### src/rtl/regmap_pkg.sv
package regmap_pkg;

    localparam int unsigned KEY_W  = 5;
    localparam int unsigned EW_W   = 2;
    localparam int unsigned WORD_W = 16;
    localparam int unsigned PHYS_W = KEY_W + 1;

    typedef enum logic [EW_W-1:0] {
        EW_NATIVE = 2'b00,
        EW_HALF   = 2'b01,
        EW_DOUBLE = 2'b10,
        EW_BYTE   = 2'b11
    } ew_e;

    // field order matters: a decoder reads these bit positions
    typedef struct packed {
        logic             simd;
        logic             bank;
        logic             vec;
        ew_e              ew;
        logic             fp;
        logic [KEY_W-1:0] tgt;
        logic [KEY_W-1:0] key;
    } cfg_t;

    // reserved bank bit is always stored as zero
    function automatic cfg_t scrub_word(input logic [WORD_W-1:0] w);
        cfg_t c;
        c      = cfg_t'(w);
        c.bank = 1'b0;
        return c;
    endfunction

endpackage

### src/rtl/regmap_store.sv
module regmap_store
    import regmap_pkg::*;
#(
    parameter int unsigned N_ENT = 16,
    localparam int unsigned IW   = $clog2(N_ENT)
) (
    input  logic                    clk,
    input  logic                    rst_n,
    input  logic                    wr_en,
    input  logic [IW-1:0]           wr_idx,
    input  logic [WORD_W-1:0]       wr_word,
    output cfg_t [N_ENT-1:0]        ent_q,
    output logic [N_ENT-1:0]        vld_q
);

    cfg_t clean;
    assign clean = scrub_word(wr_word);

    for (genvar i = 0; i < N_ENT; i++) begin : g_ent
        always_ff @(posedge clk or negedge rst_n) begin
            if (!rst_n) begin
                vld_q[i] <= 1'b0;
                ent_q[i] <= '0;
            end else if (wr_en && (wr_idx == IW'(i))) begin
                vld_q[i] <= 1'b1;
                ent_q[i] <= clean;
            end
        end
    end

    // nothing valid in the first cycle out of reset
    a_r1_reset_clear: assert property (@(posedge clk) disable iff (!rst_n)
        $rose(rst_n) |-> (vld_q == '0));

    // a write lands in the addressed entry by the next edge
    a_r2_write_lands: assert property (@(posedge clk) disable iff (!rst_n)
        (wr_en && (int'(wr_idx) < int'(N_ENT))) |=>
            (vld_q[$past(wr_idx)] && (ent_q[$past(wr_idx)] == scrub_word($past(wr_word)))));

    // without a write the valid flags do not move
    a_r2_no_spurious: assert property (@(posedge clk) disable iff (!rst_n)
        !wr_en |=> $stable(vld_q));

endmodule

### src/rtl/regmap_match.sv
module regmap_match
    import regmap_pkg::*;
#(
    parameter int unsigned N_ENT = 16
) (
    input  cfg_t [N_ENT-1:0]   ent_q,
    input  logic [N_ENT-1:0]   vld_q,
    input  logic [KEY_W-1:0]   key,
    input  logic               fp,
    output logic [N_ENT-1:0]   hit_vec
);

    for (genvar i = 0; i < N_ENT; i++) begin : g_cmp
        assign hit_vec[i] = vld_q[i] && (ent_q[i].key == key) && (ent_q[i].fp == fp);
    end

endmodule

### src/rtl/regmap_pick.sv
module regmap_pick #(
    parameter int unsigned N_ENT = 16,
    localparam int unsigned IW   = $clog2(N_ENT)
) (
    input  logic              clk,
    input  logic              rst_n,
    input  logic [N_ENT-1:0]  hit_vec,
    output logic              any,
    output logic [IW-1:0]     sel
);

    // later index overrides earlier: highest matching entry wins
    always_comb begin
        any = 1'b0;
        sel = '0;
        for (int i = 0; i < int'(N_ENT); i++) begin
            if (hit_vec[i]) begin
                any = 1'b1;
                sel = IW'(i);
            end
        end
    end

    // chosen entry matches and no higher entry matches
    a_r6_highest_wins: assert property (@(posedge clk) disable iff (!rst_n)
        any |-> (hit_vec[sel] && ((hit_vec >> sel) == N_ENT'(1))));

endmodule

### src/rtl/regmap_cam.sv
module regmap_cam
    import regmap_pkg::*;
#(
    parameter int unsigned N_ENT = 16,
    localparam int unsigned IW   = $clog2(N_ENT)
) (
    input  logic                clk,
    input  logic                rst_n,
    input  logic                cfg_we,
    input  logic [IW-1:0]       cfg_idx,
    input  logic [WORD_W-1:0]   cfg_word,
    input  logic [KEY_W-1:0]    dec_reg,
    input  logic                dec_fp,
    output logic                dec_hit,
    output logic [PHYS_W-1:0]   dec_phys,
    output logic                dec_vec,
    output logic [EW_W-1:0]     dec_ew,
    output logic                dec_simd
);

    cfg_t [N_ENT-1:0]  ent_q;
    logic [N_ENT-1:0]  vld_q;
    logic [N_ENT-1:0]  hit_vec;
    logic              any;
    logic [IW-1:0]     sel;

    regmap_store #(.N_ENT(N_ENT)) u_store (
        .clk     (clk),
        .rst_n   (rst_n),
        .wr_en   (cfg_we),
        .wr_idx  (cfg_idx),
        .wr_word (cfg_word),
        .ent_q   (ent_q),
        .vld_q   (vld_q)
    );

    regmap_match #(.N_ENT(N_ENT)) u_match (
        .ent_q   (ent_q),
        .vld_q   (vld_q),
        .key     (dec_reg),
        .fp      (dec_fp),
        .hit_vec (hit_vec)
    );

    regmap_pick #(.N_ENT(N_ENT)) u_pick (
        .clk     (clk),
        .rst_n   (rst_n),
        .hit_vec (hit_vec),
        .any     (any),
        .sel     (sel)
    );

    always_comb begin
        if (any) begin
            dec_hit  = 1'b1;
            dec_phys = {ent_q[sel].bank, ent_q[sel].tgt};
            dec_vec  = ent_q[sel].vec;
            dec_ew   = ent_q[sel].ew;
            dec_simd = ent_q[sel].simd;
        end else begin
            dec_hit  = 1'b0;
            dec_phys = {1'b0, dec_reg};
            dec_vec  = 1'b0;
            dec_ew   = EW_NATIVE;
            dec_simd = 1'b0;
        end
    end

    // a miss leaves the register untouched and scalar
    a_r5_miss_passthru: assert property (@(posedge clk) disable iff (!rst_n)
        !dec_hit |-> ((dec_phys == {1'b0, dec_reg}) && !dec_vec && (dec_ew == 2'b00) && !dec_simd));

    // reserved bank never reaches the redirected index
    a_r7_bank_zero: assert property (@(posedge clk) disable iff (!rst_n)
        dec_phys[PHYS_W-1] == 1'b0);

    // first cycle out of reset, every lookup misses
    a_r1_first_miss: assert property (@(posedge clk) disable iff (!rst_n)
        $rose(rst_n) |-> !dec_hit);

endmodule

### config.mk
export PLATFORM = sky130hd
export DESIGN_NAME = regmap_cam
export DESIGN_NICKNAME = d
export VERILOG_FILES = /design/src/rtl/regmap_pkg.sv /design/src/rtl/regmap_store.sv /design/src/rtl/regmap_match.sv /design/src/rtl/regmap_pick.sv /design/src/rtl/regmap_cam.sv
export SDC_FILE = /design/constraint.sdc
export NUM_CORES = 1
export LEC_CHECK = 0
export BUFFER_PORTS_ARGS = -buffer_cell sky130_fd_sc_hd__buf_2
export CORE_AREA = 4 4 175 177
export DETAILED_ROUTE_END_ITERATION = 16
export DIE_AREA = 0 0 179 181
export SLEW_MARGIN = 5
export SYNTH_ARGS = -nofsm -noshare
export SYNTH_HDL_FRONTEND = slang
export SYNTH_SLANG_ARGS = --single-unit
### constraint.sdc
create_clock -name clk -period 2.6 [get_ports clk]
set_input_delay 0 -clock clk [delete_from_list [all_inputs] [get_ports clk]]
set_output_delay 0 -clock clk [all_outputs]
set_load 0.01 [all_outputs]
==> qor.json, run 1 <==
{
  "leakagePower": {"value": 0.00670, "unit": "uW"},
  "p_per_area": {"value": 850, "unit": "nW/um2"},
  "route.final.wire_length": {"value": 32900, "unit": "um"},
  "sw_frac_of_total": {"value": 0.282},
  "synth_top_cells_by_count": {"value": "256 x sky130_fd_sc_hd__dfrtp_1, 245 x sky130_fd_sc_hd__mux2_2, 48 x sky130_fd_sc_hd__xor2_1"},
  "sequence_of_cells_on_the_critical_path": {"value": "xor2_2 -> or4_1 -> a21oi_2 -> buf_4 -> o221ai_4 -> nand2_4 -> buf_8 -> buf_12 -> mux2i_4 -> a211oi_2 -> or4_1 -> buf_2"},
  "dieHeight": {"value": 181, "unit": "um"},
  "switchingPower": {"value": 3730, "unit": "uW"},
  "layout_worst_path_cycle_share": {"value": 1.34},
  "route.detailed.wl_per_inst": {"value": 21.7, "unit": "um"},
  "finish.cell_count_without_fillers": {"value": 1520},
  "hold_class": {"value": "in2async"},
  "outcome": {"value": "complete, but fails checks"},
  "clock_tree.root_cell": {"value": "sky130_fd_sc_hd__clkbuf_16"},
  "finalSetupViolCount": {"value": 9},
  "timing.critical_path.from_type": {"value": "flip-flop"},
  "hold-worst-slack": {"value": -0.00384, "unit": "ns"},
  "timing.clock.skew": {"value": 0, "unit": "ns"},
  "timing.max_slew.rel_slack": {"value": 0.274},
  "viasPerCell": {"value": 5.46},
  "route.vias.total": {"value": 8295},
  "path_clk_slew": {"value": 0.06, "unit": "ns"},
  "postSynthNetCount": {"value": 992},
  "antenna_violations_before_repair": {"value": 0},
  "drt_iter0_drc": {"value": 491},
  "p_seq_frac": {"value": 0.411},
  "unrepaired_setup_endpoints_after_global_routing": {"value": "true"},
  "ioPinCount": {"value": 40},
  "dpl.cell_count": {"value": 1437},
  "irDropWorstVdd": {"value": 0.508, "unit": "mV"},
  "top_family_by_delay_on_critical_path": {"value": "simple AND/OR/NAND/NOR gates"},
  "synth_sequential_area_ratio": {"value": 0.509},
  "fmax": {"value": 0.286, "unit": "GHz"},
  "clock_tree.htree_level_count": {"value": 1},
  "setup.worst_path.end": {"value": "dec_ew[1]"},
  "synth_top_area_cell": {"value": "sky130_fd_sc_hd__dfrtp_1"},
  "tritoncts_clock_tree": {"value": "done"},
  "failed_checks": {"value": "hold timing, setup timing"},
  "clock_period_minus_worst_slack": {"value": 3.49, "unit": "ns"},
  "areaGrowthSynthToFinish": {"value": 23.7, "unit": "%"},
  "postPlaceCellArea": {"value": 13900, "unit": "um2"},
  "postSynthAreaPerCell": {"value": 13.1, "unit": "um2"},
  "critical_path_class": {"value": "reg2out"},
  "cts_sinks": {"value": 256},
  "worst-slew-pin-transition": {"value": 1.09, "unit": "ns"},
  "globalRouteTotalUtil": {"value": 0.206},
  "yosysWarningCount": {"value": 0},
  "setup_slack": {"value": -0.893, "unit": "ns"},
  "routabilityCongestion": {"value": 0.878},
  "detail-route-antenna-nets": {"value": 0},
  "port_buffers": {"value": 37},
  "synth-async-reset-ratio": {"value": 1.00},
  "worst-endpoint-arrival": {"value": 3.49, "unit": "ns"},
  "worstPathBufferInverterCount": {"value": 4},
  "post_synth_num_cell_types": {"value": 67},
  "worst_setup_path_startpoint": {"value": "u_store.ent_q[35]"},
  "critical_path.reg2reg.startpoint": {"value": "u_store.ent_q[33]"},
  "synth_largest_type_area_fraction": {"value": 0.509},
  "grt_max_degree": {"value": 89},
  "layout.filler_cells": {"value": 2501},
  "clock_group_share_of_total_power": {"value": 0.332},
  "fin_area": {"value": 15600, "unit": "um2"},
  "mappedNetlistArea": {"value": 12600, "unit": "um2"},
  "max_cap_viol_count": {"value": 0},
  "final_layout_size_suffix_gt1_frac": {"value": 0.482},
  "row_count": {"value": 63},
  "num-nets-final": {"value": 1138},
  "crit_cells": {"value": 12},
  "hpwl": {"value": 21100, "unit": "um"},
  "num_antenna_cells": {"value": 0},
  "reg2reg_to": {"value": "u_store.ent_q[33]"},
  "die_area": {"value": 32400, "unit": "um2"},
  "die_wd": {"value": 179, "unit": "um"},
  "combPwrFrac": {"value": 0.257},
  "insertion_delay": {"value": 0.53, "unit": "ns"},
  "worstSetupEndpointType": {"value": "output pin"},
  "dp_worst_setup_slack": {"value": -0.614, "unit": "ns"},
  "globalRouteOverflowTotal": {"value": 0},
  "syn-instance-count": {"value": 963},
  "library_cell_appearing_most_often_on_the_critical_path": {"value": "sky130_fd_sc_hd__or4_1"},
  "numCtsBuffers": {"value": 28},
  "reg2regPathDepth": {"value": 2},
  "first_pass_grt_wire_length": {"value": 52300, "unit": "um"},
  "r2r_slack": {"value": 1.70, "unit": "ns"},
  "cellInternalPower": {"value": 9500, "unit": "uW"},
  "clock_path_buffers": {"value": 3},
  "floorplan.core_area": {"value": 29200, "unit": "um2"},
  "worst-path-max-fanout": {"value": 7},
  "synth_top_flop_cell": {"value": "sky130_fd_sc_hd__dfrtp_1"},
  "most_instantiated_library_cell_after_synthesis": {"value": "sky130_fd_sc_hd__dfrtp_1"},
  "start_util": {"value": 0.430},
  "slowest_stage": {"value": "sky130_fd_sc_hd__or4_1"},
  "synth-edff-count": {"value": 0},
  "yosys_register_bits": {"value": 256},
  "first_pass_iters": {"value": 5},
  "hold_viol": {"value": 1},
  "critical_path.max_stage_delay": {"value": 0.55, "unit": "ns"},
  "drv_slew": {"value": 0},
  "worst-endpoint-required": {"value": 2.60, "unit": "ns"},
  "drc": {"value": 0},
  "synth.top_cells.by_area": {"value": "sky130_fd_sc_hd__dfrtp_1 51%, sky130_fd_sc_hd__mux2_2 22%, sky130_fd_sc_hd__xor2_1 3.3%"},
  "first_global_vias": {"value": 8753}
}
-- state kept, by name (all words and copies together) (netlist names) --
signal,flops
u_store.vld_q,16
u_store.ent_q,240
-- layout by cell type (no fill, tap or decap), types with 15 or more instances in the layout --
cell,instances
sky130_fd_sc_hd__buf_4,106
sky130_fd_sc_hd__nand4_1,16
sky130_fd_sc_hd__mux2_2,244
sky130_fd_sc_hd__xnor2_1,43
sky130_fd_sc_hd__nand3_1,29
sky130_fd_sc_hd__buf_12,16
sky130_fd_sc_hd__nor2_1,20
sky130_fd_sc_hd__o21ai_0,31
sky130_fd_sc_hd__buf_2,35
sky130_fd_sc_hd__dfrtp_1,256
sky130_fd_sc_hd__mux2i_1,17
sky130_fd_sc_hd__xor2_1,46
sky130_fd_sc_hd__a21oi_1,15
sky130_fd_sc_hd__clkbuf_16,29
-- area by class of cell --
class,instances,area [um2],share of cell area
clock buffer,41,851,0.0547
clock inverter,10,178,0.0114
inverter,3,11.3,0.000724
multi-input combinational,638,6060,0.389
sequential,256,6410,0.412
tap,390,488,0.0314
timing repair buffer,182,1570,0.101
-- routing by layer --
metal  track usage  wire length, um  vias to the layer above
li1              -                -                     3806
met1         0.288            15000                     4320
met2         0.346            16200                      121
met3        0.0234             1030                       48
met4        0.0479              711                        0
met5             0                0                        -
-- worst min-delay path by stage --
stage	startpoint	to	slack, ns	cells past startpoint
CTS	rst_n	u_store.ent_q[49]	0.01	2
global route	rst_n	u_store.ent_q[49]	0.04	2
finish	rst_n	u_store.ent_q[49]	-0.004	2
detailed placement	rst_n	u_store.ent_q[34]	-0.01	1
global placement	rst_n	u_store.vld_q[6]	-0.03	1
floorplan	rst_n	u_store.ent_q[0]	-0.30	0
-- logic make-up after synthesis --
kind of cell / count (synthesis) / share of synthesized area
compound gates: 111 / 0.0663
other cells: 1 / 0.000298
mux: 266 / 0.236
flops: 256 / 0.509
buf+inv: 69 / 0.0309
simple gates: 164 / 0.0878
xor+xnor: 96 / 0.0692
-- metrics by stage --
| stage | total power [uW] | util | TNS [ns] |
|---|---|---|---|
| 6_report | 13200 | 0.532 | -7.64 |
| 4_1_cts | 13100 | 0.523 | -7.75 |
| 3_3_place_gp | 8410 | 0.475 | -4.20 |
| 3_5_place_dp | 8500 | 0.475 | -4.79 |
| 2_1_floorplan | 7430 | - | 0 |
| 5_1_grt | 13900 | 0.532 | -9.05 |
-- timing repair --
action / in CTS / in global routing
gates cloned: 0 / 0
pin swaps: 25 / 21
setup buffers: 11 / 12
hold endpoints to repair: 400 / 0
hold buffers: 10 / 0
endpoints found under the setup margin: 10 / 10
gates resized for setup: 36 / 32
-- power groups by stage --
stage / clock network (uW) / registers [uW] / logic (uW)
after floorplan: 0 / 5340 / 2090
after global placement: 0 / 5450 / 2960
after detailed placement: 0 / 5490 / 3010
after CTS: 4470 / 5430 / 3230
after global routing: 4640 / 5550 / 3690
final: 4390 / 5440 / 3390
Note: power is estimated with default switching activity, not from simulation.
==> run 2, diff against run 1 <==
--- a/config.mk
+++ b/config.mk
@@ -6,9 +6,9 @@
 export NUM_CORES = 1
 export LEC_CHECK = 0
 export BUFFER_PORTS_ARGS = -buffer_cell sky130_fd_sc_hd__buf_2
-export CORE_AREA = 4 4 175 177
+export CORE_AREA = 2 2 173 175
 export DETAILED_ROUTE_END_ITERATION = 16
-export DIE_AREA = 0 0 179 181
+export DIE_AREA = 0 0 175 177
 export SLEW_MARGIN = 5
 export SYNTH_ARGS = -nofsm -noshare
 export SYNTH_HDL_FRONTEND = slang
==> run 2 against run 1 <==
Against the previous run:
- the flow finishes with violations (setup timing)
- combinational power fell by 4%
- sequential cell count did not move
- largest power group unchanged
- first-iteration DRC count fell by 12%
- via count fell by 1.5%
- hold slack improved by 0.039 ns
- sequential power barely moved
- register-to-register slack improved by 0.10 ns
- highest routed layer unchanged
- global-route usage rose by 0.57 points
- clock skew did not move
==> qor.json, run 2 (synthesis gave the netlist of run 1 again) <==
{
  "start_util": {"value": 0.430, "change": "unchanged"},
  "detail_route.wirelength.met1": {"value": 14900, "unit": "um", "change": "-0.60%"},
  "dp_worst_setup_slack": {"value": -0.610, "unit": "ns", "change": "+0.00357 ns"},
  "row_count": {"value": 63, "change": "unchanged"},
  "drv_slew": {"value": 0, "change": "unchanged"},
  "globalRouteTotalUtil": {"value": 0.212, "change": "+0.00567"},
  "mostFrequentLayoutCells": {"value": "256 x sky130_fd_sc_hd__dfrtp_1, 246 x sky130_fd_sc_hd__mux2_2, 91 x sky130_fd_sc_hd__buf_4"},
  "worst_setup_path_startpoint": {"value": "u_store.ent_q[161]"},
  "clock_path_buffers": {"value": 3, "change": "unchanged"},
  "areaGrowthSynthToFinish": {"value": 20.4, "unit": "%"},
  "setup_slack": {"value": -0.836, "unit": "ns", "change": "+0.0568 ns"},
  "critical_path.reg2reg.startpoint": {"value": "u_store.vld_q[9]"},
  "registers.top_by_ff_count": {"value": "u_store.ent_q"},
  "hpwl": {"value": 20500, "unit": "um", "change": "-3.0%"},
  "p_per_area": {"value": 813, "unit": "nW/um2", "change": "-4.3%"},
  "largest_reg_flops": {"value": 240, "change": "unchanged"},
  "globalRouteOverflowTotal": {"value": 0, "change": "unchanged"},
  "fmax": {"value": 0.291, "unit": "GHz", "change": "+1.7%"},
  "die_wd": {"value": 175, "unit": "um", "change": "-2.2%"},
  "maxUsedRoutingLayer": {"value": "met4"},
  "p_total": {"value": 12300, "unit": "uW", "change": "-6.9%"},
  "timing.critical_path.from_type": {"value": "flip-flop"},
  "dieHeight": {"value": 177, "unit": "um", "change": "-2.2%"},
  "first_pass_iters": {"value": 5, "change": "unchanged"},
  "ff_latch_area": {"value": 6410, "unit": "um2", "change": "unchanged"},
  "clock_period_minus_worst_slack": {"value": 3.44, "unit": "ns", "change": "-0.0568 ns"},
  "route.detailed.wl_per_inst": {"value": 21.4, "unit": "um", "change": "-0.96%"},
  "port_buffers": {"value": 37, "change": "unchanged"},
  "first_global_vias": {"value": 8490, "change": "-3.0%"},
  "viasPerCell": {"value": 5.47, "change": "+0.19%"},
  "numCtsBuffers": {"value": 27, "change": "-3.6%"},
  "layout.filler_cells": {"value": 2514, "change": "+0.52%"},
  "failed_checks": {"value": "setup timing"},
  "grt_max_degree": {"value": 109, "change": "+22%"},
  "routabilityCongestion": {"value": 0.820, "change": "-6.6%"},
  "clock_tree.htree_level_count": {"value": 1, "change": "unchanged"},
  "worst-path-max-fanout": {"value": 8, "change": "+1"},
  "detail-route-antenna-nets": {"value": 0, "change": "unchanged"},
  "met3_length": {"value": 896, "unit": "um", "change": "-13%"},
  "first_pass_grt_wire_length": {"value": 50400, "unit": "um", "change": "-3.7%"},
  "route.vias.total": {"value": 8169, "change": "-1.5%"},
  "irDropWorstVdd": {"value": 0.502, "unit": "mV", "change": "-1.3%"},
  "finalSetupViolCount": {"value": 9, "change": "unchanged"},
  "path_clk_slew": {"value": 0.06, "unit": "ns", "change": "about the same"},
  "worst-slew-pin-transition": {"value": 1.21, "unit": "ns", "change": "+0.119 ns"},
  "antenna_violations_before_repair": {"value": 0, "change": "unchanged"},
  "routed-wl-met2": {"value": 15100, "unit": "um", "change": "-6.8%"},
  "layout_worst_path_cycle_share": {"value": 1.32, "change": "-0.0219"},
  "r2r_slack": {"value": 1.80, "unit": "ns", "change": "+0.10 ns"},
  "registers_with_the_most_flip_flops": {"value": "u_store.ent_q: 240 flops, u_store.vld_q: 16 flops"},
  "critical_path_class": {"value": "reg2out"},
  "ioPinCount": {"value": 40, "change": "unchanged"},
  "drc": {"value": 0, "change": "unchanged"},
  "worst-endpoint-required": {"value": 2.60, "unit": "ns", "change": "about the same"},
  "setup.worst_path.end": {"value": "dec_ew[0]"},
  "route.final.wire_length": {"value": 32000, "unit": "um", "change": "-2.7%"},
  "timing.max_slew.rel_slack": {"value": 0.194, "change": "-0.0796"},
  "reg2regPathDepth": {"value": 1, "change": "-1"},
  "drt_iter0_drc": {"value": 430, "change": "-12%"},
  "timing.clock.skew": {"value": 0, "unit": "ns", "change": "unchanged"},
  "fin_setup_tns": {"value": -7.12, "unit": "ns", "change": "+0.518 ns"},
  "worstSetupEndpointType": {"value": "output pin"},
  "reg2reg_to": {"value": "u_store.vld_q[9]"},
  "unrepaired_setup_endpoints_after_global_routing": {"value": "true"},
  "cts_sinks": {"value": 256, "change": "unchanged"},
  "max_cap_viol_count": {"value": 0, "change": "unchanged"},
  "clock_tree.root_cell": {"value": "sky130_fd_sc_hd__clkbuf_16"},
  "insertion_delay": {"value": 0.53, "unit": "ns", "change": "about the same"},
  "multi_input_comb_area": {"value": 5990, "unit": "um2", "change": "-1.1%"},
  "num_antenna_cells": {"value": 0, "change": "unchanged"},
  "outcome": {"value": "complete, but fails checks"},
  "tritoncts_clock_tree": {"value": "done"},
  "num-nets-final": {"value": 1115, "change": "-2.0%"},
  "hold_viol": {"value": 0, "change": "-1"},
  "die_area": {"value": 31000, "unit": "um2", "change": "-4.4%"},
  "final_layout_size_suffix_gt1_frac": {"value": 0.460, "change": "-0.0222"},
  "most_common_cell_after_layout_fill_and_taps_aside": {"value": "sky130_fd_sc_hd__dfrtp_1"},
  "worst-endpoint-arrival": {"value": 3.44, "unit": "ns", "change": "-0.05 ns"},
  "hold_class": {"value": "in2reg"},
  "leakagePower": {"value": 0.00650, "unit": "uW", "change": "-3.0%"},
  "floorplan.core_area": {"value": 29200, "unit": "um2", "change": "unchanged"}
}
## run 2: layout make-up
| type | instances | share of cell area |
|---|---|---|
| inverters | 3 | 0.000744 |
| well taps | 390 | 0.0322 |
| repair buffers | 160 | 0.0935 |
| flip-flops and latches | 256 | 0.423 |
| clock inverters | 4 | 0.00157 |
| multi-input cells | 638 | 0.396 |
| clock buffers | 43 | 0.0532 |
## run 2: worst min-delay path by stage
| stage | end | cells after the start | startpoint |
|---|---|---|---|
| finish | u_store.ent_q[164] | 2 | cfg_word[4] |
| global route | u_store.ent_q[250] | 2 | cfg_word[10] |
| CTS | u_store.ent_q[202] | 2 | cfg_word[10] |
| detailed placement | u_store.ent_q[97] | 1 | rst_n |
| global placement | u_store.vld_q[2] | 1 | rst_n |
| floorplan | u_store.ent_q[0] | 0 | rst_n |
## run 2: report_power, final
group | switching [uW] | internal (uW) | total, uW | leakage, uW
Clock | 1550 | 2100 | 3660 | 0.000410
Sequential | 508 | 4900 | 5410 | 0.00311
Combinational | 1490 | 1750 | 3240 | 0.00298
## run 2: per-layer routing
| metal | up-vias | global-route usage |
|---|---|---|
| met5 | - | 0 |
| li1 | 3738 | - |
| met1 | 4239 | 0.291 |
| met3 | 57 | 0.0249 |
| met4 | 0 | 0.0785 |
| met2 | 135 | 0.347 |
## run 2: timing repair
action / CTS / global route
endpoints found under the setup margin: 9 / 10
hold buffers: 11 / 0
pin swaps: 23 / 15
buffers inserted: 7 / 3
hold endpoints to repair: 400 / 0
gates resized for setup: 30 / 12
cloned: 1 / 0
## run 2: worst max-delay path, stage by stage, from the launching register on
cell,delay (ns)
sky130_fd_sc_hd__dfrtp_1,0.39
sky130_fd_sc_hd__xnor2_1,0.16
sky130_fd_sc_hd__nand4_1,0.21
sky130_fd_sc_hd__nor4_4,0.25
sky130_fd_sc_hd__buf_4,0.19
sky130_fd_sc_hd__nor4_4,0.06
sky130_fd_sc_hd__a211oi_4,0.37
sky130_fd_sc_hd__o211ai_4,0.23
sky130_fd_sc_hd__buf_12,0.21
sky130_fd_sc_hd__nor2_1,0.08
sky130_fd_sc_hd__a211oi_1,0.05
sky130_fd_sc_hd__or4_1,0.54
sky130_fd_sc_hd__buf_2,0.16
## run 2: through the flow
step / hold slack [ns] / cells / utilization / instance area, um2
4_1_cts: 0.0249 / 1491 / 0.515 / 15100
2_1_floorplan: -0.296 / 963 / - / 12600
5_1_grt: 0.0358 / 1494 / 0.518 / 15100
3_5_place_dp: -0.0697 / 1426 / 0.474 / 13900
6_report: 0.0352 / 1494 / 0.518 / 15100
3_3_place_gp: -0.0695 / 1426 / 0.474 / 13900
==> run 3, diff against run 2 <==
--- a/config.mk
+++ b/config.mk
@@ -6,9 +6,12 @@
 export NUM_CORES = 1
 export LEC_CHECK = 0
 export BUFFER_PORTS_ARGS = -buffer_cell sky130_fd_sc_hd__buf_2
-export CORE_AREA = 2 2 173 175
+export CELL_PAD_IN_SITES_DETAIL_PLACEMENT = 0
+export CELL_PAD_IN_SITES_GLOBAL_PLACEMENT = 2
+export CORE_AREA = 2 2 185 187
 export DETAILED_ROUTE_END_ITERATION = 16
-export DIE_AREA = 0 0 175 177
+export DIE_AREA = 0 0 187 189
+export PLACE_DENSITY_LB_ADDON = 0.1
 export SLEW_MARGIN = 5
 export SYNTH_ARGS = -nofsm -noshare
 export SYNTH_HDL_FRONTEND = slang
==> run 3 against run 2 <==
Against the previous run:
- global-route usage down 0.055 points
- first-iteration DRC count grew 7.7%
- the run still ends with setup timing left
- largest power group unchanged
- critical endpoint is now dec_phys[0]
- clock power is 17% higher
==> qor.json, run 3 (synthesis gave the netlist of run 1 again) <==
{
  "outcome": {"value": "complete, but fails checks"},
  "failed_checks": {"value": "setup timing"},
  "floorplan.core_area": {"value": 33300, "unit": "um2", "change": "+14%"},
  "layout_worst_path_cycle_share": {"value": 1.36, "change": "+0.0426"},
  "worst-path-max-fanout": {"value": 8, "change": "unchanged"},
  "route.detailed.wl_per_inst": {"value": 23.0, "unit": "um", "change": "+7.2%"},
  "multi_input_comb_area": {"value": 6050, "unit": "um2", "change": "+0.96%"},
  "areaGrowthSynthToFinish": {"value": 25.7, "unit": "%"},
  "registers.top_by_ff_count": {"value": "u_store.ent_q"},
  "globalRouteOverflowTotal": {"value": 0, "change": "unchanged"},
  "num_antenna_cells": {"value": 0, "change": "unchanged"},
  "critical_path.max_stage_delay": {"value": 0.58, "unit": "ns", "change": "+0.04 ns"},
  "setup_slack": {"value": -0.947, "unit": "ns", "change": "-0.111 ns"},
  "path_clk_slew": {"value": 0.06, "unit": "ns", "change": "about the same"},
  "largest_reg_flops": {"value": 240, "change": "unchanged"},
  "timing.clock.skew": {"value": 0, "unit": "ns", "change": "unchanged"},
  "clock_period_minus_worst_slack": {"value": 3.55, "unit": "ns", "change": "+0.111 ns"},
  "sequence_of_cells_on_the_critical_path": {"value": "xor2_1 -> or4_4 -> a211oi_4 -> a211oi_4 -> buf_6 -> buf_6 -> nor2_4 -> nand3_2 -> a222oi_1 -> buf_4 -> a211oi_2 -> buf_2"},
  "dpl.cell_count": {"value": 1497, "change": "+5.0%"},
  "registers_with_the_most_flip_flops": {"value": "u_store.ent_q: 240 flops, u_store.vld_q: 16 flops"},
  "route.final.wire_length": {"value": 36600, "unit": "um", "change": "+14%"},
  "cellInternalPower": {"value": 9460, "unit": "uW", "change": "+8.0%"},
  "worst-endpoint-required": {"value": 2.60, "unit": "ns", "change": "about the same"},
  "unrepaired_setup_endpoints_after_global_routing": {"value": "true"},
  "routabilityCongestion": {"value": 0.792, "change": "-3.4%"},
  "clock_tree.root_cell": {"value": "sky130_fd_sc_hd__clkbuf_16"},
  "timing.critical_path.from_type": {"value": "flip-flop"},
  "first_pass_grt_wire_length": {"value": 56800, "unit": "um", "change": "+13%"},
  "sw_frac_of_total": {"value": 0.287, "change": "-0.00166"},
  "tritoncts_clock_tree": {"value": "done"},
  "timing.max_slew.rel_slack": {"value": 0.281, "change": "+0.0867"},
  "die_wd": {"value": 187, "unit": "um", "change": "+6.9%"},
  "hold_viol": {"value": 0, "change": "unchanged"},
  "irDropWorstVdd": {"value": 0.530, "unit": "mV", "change": "+5.6%"},
  "final_layout_size_suffix_gt1_frac": {"value": 0.489, "change": "+0.0285"},
  "switchingPower": {"value": 3800, "unit": "uW", "change": "+7.1%"},
  "p_total": {"value": 13300, "unit": "uW", "change": "+7.8%"},
  "detail-route-antenna-nets": {"value": 0, "change": "unchanged"},
  "mostFrequentLayoutCells": {"value": "256 x sky130_fd_sc_hd__dfrtp_1, 245 x sky130_fd_sc_hd__mux2_2, 108 x sky130_fd_sc_hd__buf_4"},
  "slowest_stage": {"value": "sky130_fd_sc_hd__or4_4"},
  "hold_class": {"value": "in2reg"},
  "critical_path_class": {"value": "reg2out"},
  "drt_iter0_drc": {"value": 463, "change": "+7.7%"},
  "ioPinCount": {"value": 40, "change": "unchanged"},
  "route.vias.total": {"value": 8322, "change": "+1.9%"},
  "viasPerCell": {"value": 5.23, "change": "-4.4%"},
  "globalRouteTotalUtil": {"value": 0.211, "change": "-0.000548"},
  "max_cap_viol_count": {"value": 0, "change": "unchanged"},
  "port_buffers": {"value": 37, "change": "unchanged"},
  "antenna_violations_before_repair": {"value": 0, "change": "unchanged"},
  "drv_slew": {"value": 0, "change": "unchanged"},
  "num-nets-final": {"value": 1151, "change": "+3.2%"},
  "most_common_cell_after_layout_fill_and_taps_aside": {"value": "sky130_fd_sc_hd__dfrtp_1"},
  "finish.cell_count_without_fillers": {"value": 1592, "change": "+6.6%"},
  "p_seq_frac": {"value": 0.409, "change": "-0.030"},
  "hpwl": {"value": 23300, "unit": "um", "change": "+14%"},
  "row_count": {"value": 67, "change": "+6.3%"},
  "worst-endpoint-arrival": {"value": 3.55, "unit": "ns", "change": "+0.11 ns"},
  "fin_setup_tns": {"value": -8.05, "unit": "ns", "change": "-0.931 ns"},
  "worst-slew-pin-transition": {"value": 1.08, "unit": "ns", "change": "-0.130 ns"},
  "worstSetupEndpointType": {"value": "output pin"},
  "first_pass_iters": {"value": 6, "change": "+1"},
  "start_util": {"value": 0.378, "change": "-0.0522"},
  "die_area": {"value": 35300, "unit": "um2", "change": "+14%"},
  "fmax": {"value": 0.282, "unit": "GHz", "change": "-3.1%"},
  "numCtsBuffers": {"value": 31, "change": "+15%"},
  "grt_max_degree": {"value": 103, "change": "-5.5%"},
  "clock_group_share_of_total_power": {"value": 0.324, "change": "+0.027"},
  "drc": {"value": 0, "change": "unchanged"},
  "insertion_delay": {"value": 0.54, "unit": "ns", "change": "about the same"},
  "layout.filler_cells": {"value": 3010, "change": "+20%"},
  "leakagePower": {"value": 0.00683, "unit": "uW", "change": "+5.0%"},
  "finalSetupViolCount": {"value": 9, "change": "unchanged"},
  "cts_sinks": {"value": 256, "change": "unchanged"},
  "clock_path_buffers": {"value": 3, "change": "unchanged"},
  "dieHeight": {"value": 189, "unit": "um", "change": "+6.8%"},
  "combPwrFrac": {"value": 0.267, "change": "+0.003"},
  "dp_worst_setup_slack": {"value": -0.701, "unit": "ns", "change": "-0.0907 ns"},
  "ff_latch_area": {"value": 6410, "unit": "um2", "change": "unchanged"},
  "p_per_area": {"value": 839, "unit": "nW/um2", "change": "+3.2%"},
  "clock_tree.htree_level_count": {"value": 1, "change": "unchanged"},
  "first_global_vias": {"value": 8919, "change": "+5.1%"}
}
==> run 3: cell count changes in the layout (fill, tap and decap cells not counted), sizes merged <==
cell,delta
nor2,+1
clkinv,+2
bufinv,+2
buf,+30
clkbuf,+6
inv,-1
==> run 3: per-layer routing <==
layer  up-vias  global-route usage  wire, um
met4         0              0.0504       822
met2       117               0.352     17300
met5         -                   0         0
met3        52              0.0213       994
met1      4345               0.297     17500
li1       3808                   -         -
==> run 3: path summary, 6_finish.rpt <==
path,from,end,slack [ns],cells after the start
worst max-delay path,u_store.ent_q[129],dec_phys[0],-0.95,12
worst min-delay path,cfg_word[4],u_store.ent_q[68],0.05,2
min in group asynchronous,rst_n,u_store.ent_q[98],0.08,3
worst min register to register,u_store.vld_q[13],u_store.vld_q[13],0.47,1
max in group asynchronous,rst_n,u_store.ent_q[156],1.93,3
worst max register to register,u_store.vld_q[9],u_store.vld_q[9],1.80,1
==> run 3: per-stage QoR <==
step / util / hold slack, ns / cell area (um2)
finish: 0.475 / 0.0503 / 15800
CTS: 0.467 / 0.0393 / 15600
global placement: 0.422 / -0.0557 / 14000
global route: 0.475 / 0.0564 / 15800
detailed placement: 0.422 / -0.0612 / 14000
floorplan: - / -0.296 / 12600
==> run 3: power by group through the flow <==
stage | sequential [uW] | combinational [uW] | clock, uW
floorplan | 5340 | 2090 | 0
global placement | 5460 | 3030 | 0
detailed placement | 5470 | 3090 | 0
CTS | 5420 | 3420 | 4430
global route | 5540 | 3850 | 4610
finish | 5420 | 3540 | 4300
==> run 3: area by class of cell <==
| class | count | share of cell area |
|---|---|---|
| clock inverter | 7 | 0.00562 |
| timing repair buffer | 191 | 0.112 |
| inverter | 3 | 0.000712 |
| clock buffer | 48 | 0.0588 |
| sequential | 256 | 0.405 |
| tap | 448 | 0.0354 |
| multi-input combinational | 639 | 0.383 |
==> run 3: repair_timing <==
item	CTS	global route
setup endpoints to repair	10	10
resized for setup	31	32
pin swaps	18	13
cloned	2	1
hold buffers	11	0
hold endpoints to repair	400	0
setup buffers	20	6
==> run 3: worst max-delay path: cells and delay by family (launching register included) <==
family,cells,cell delay (ns)
simple gates,3,0.89
xor+xnor,1,0.15
flops,1,0.39
compound gates,4,0.95
buf+inv,4,0.62
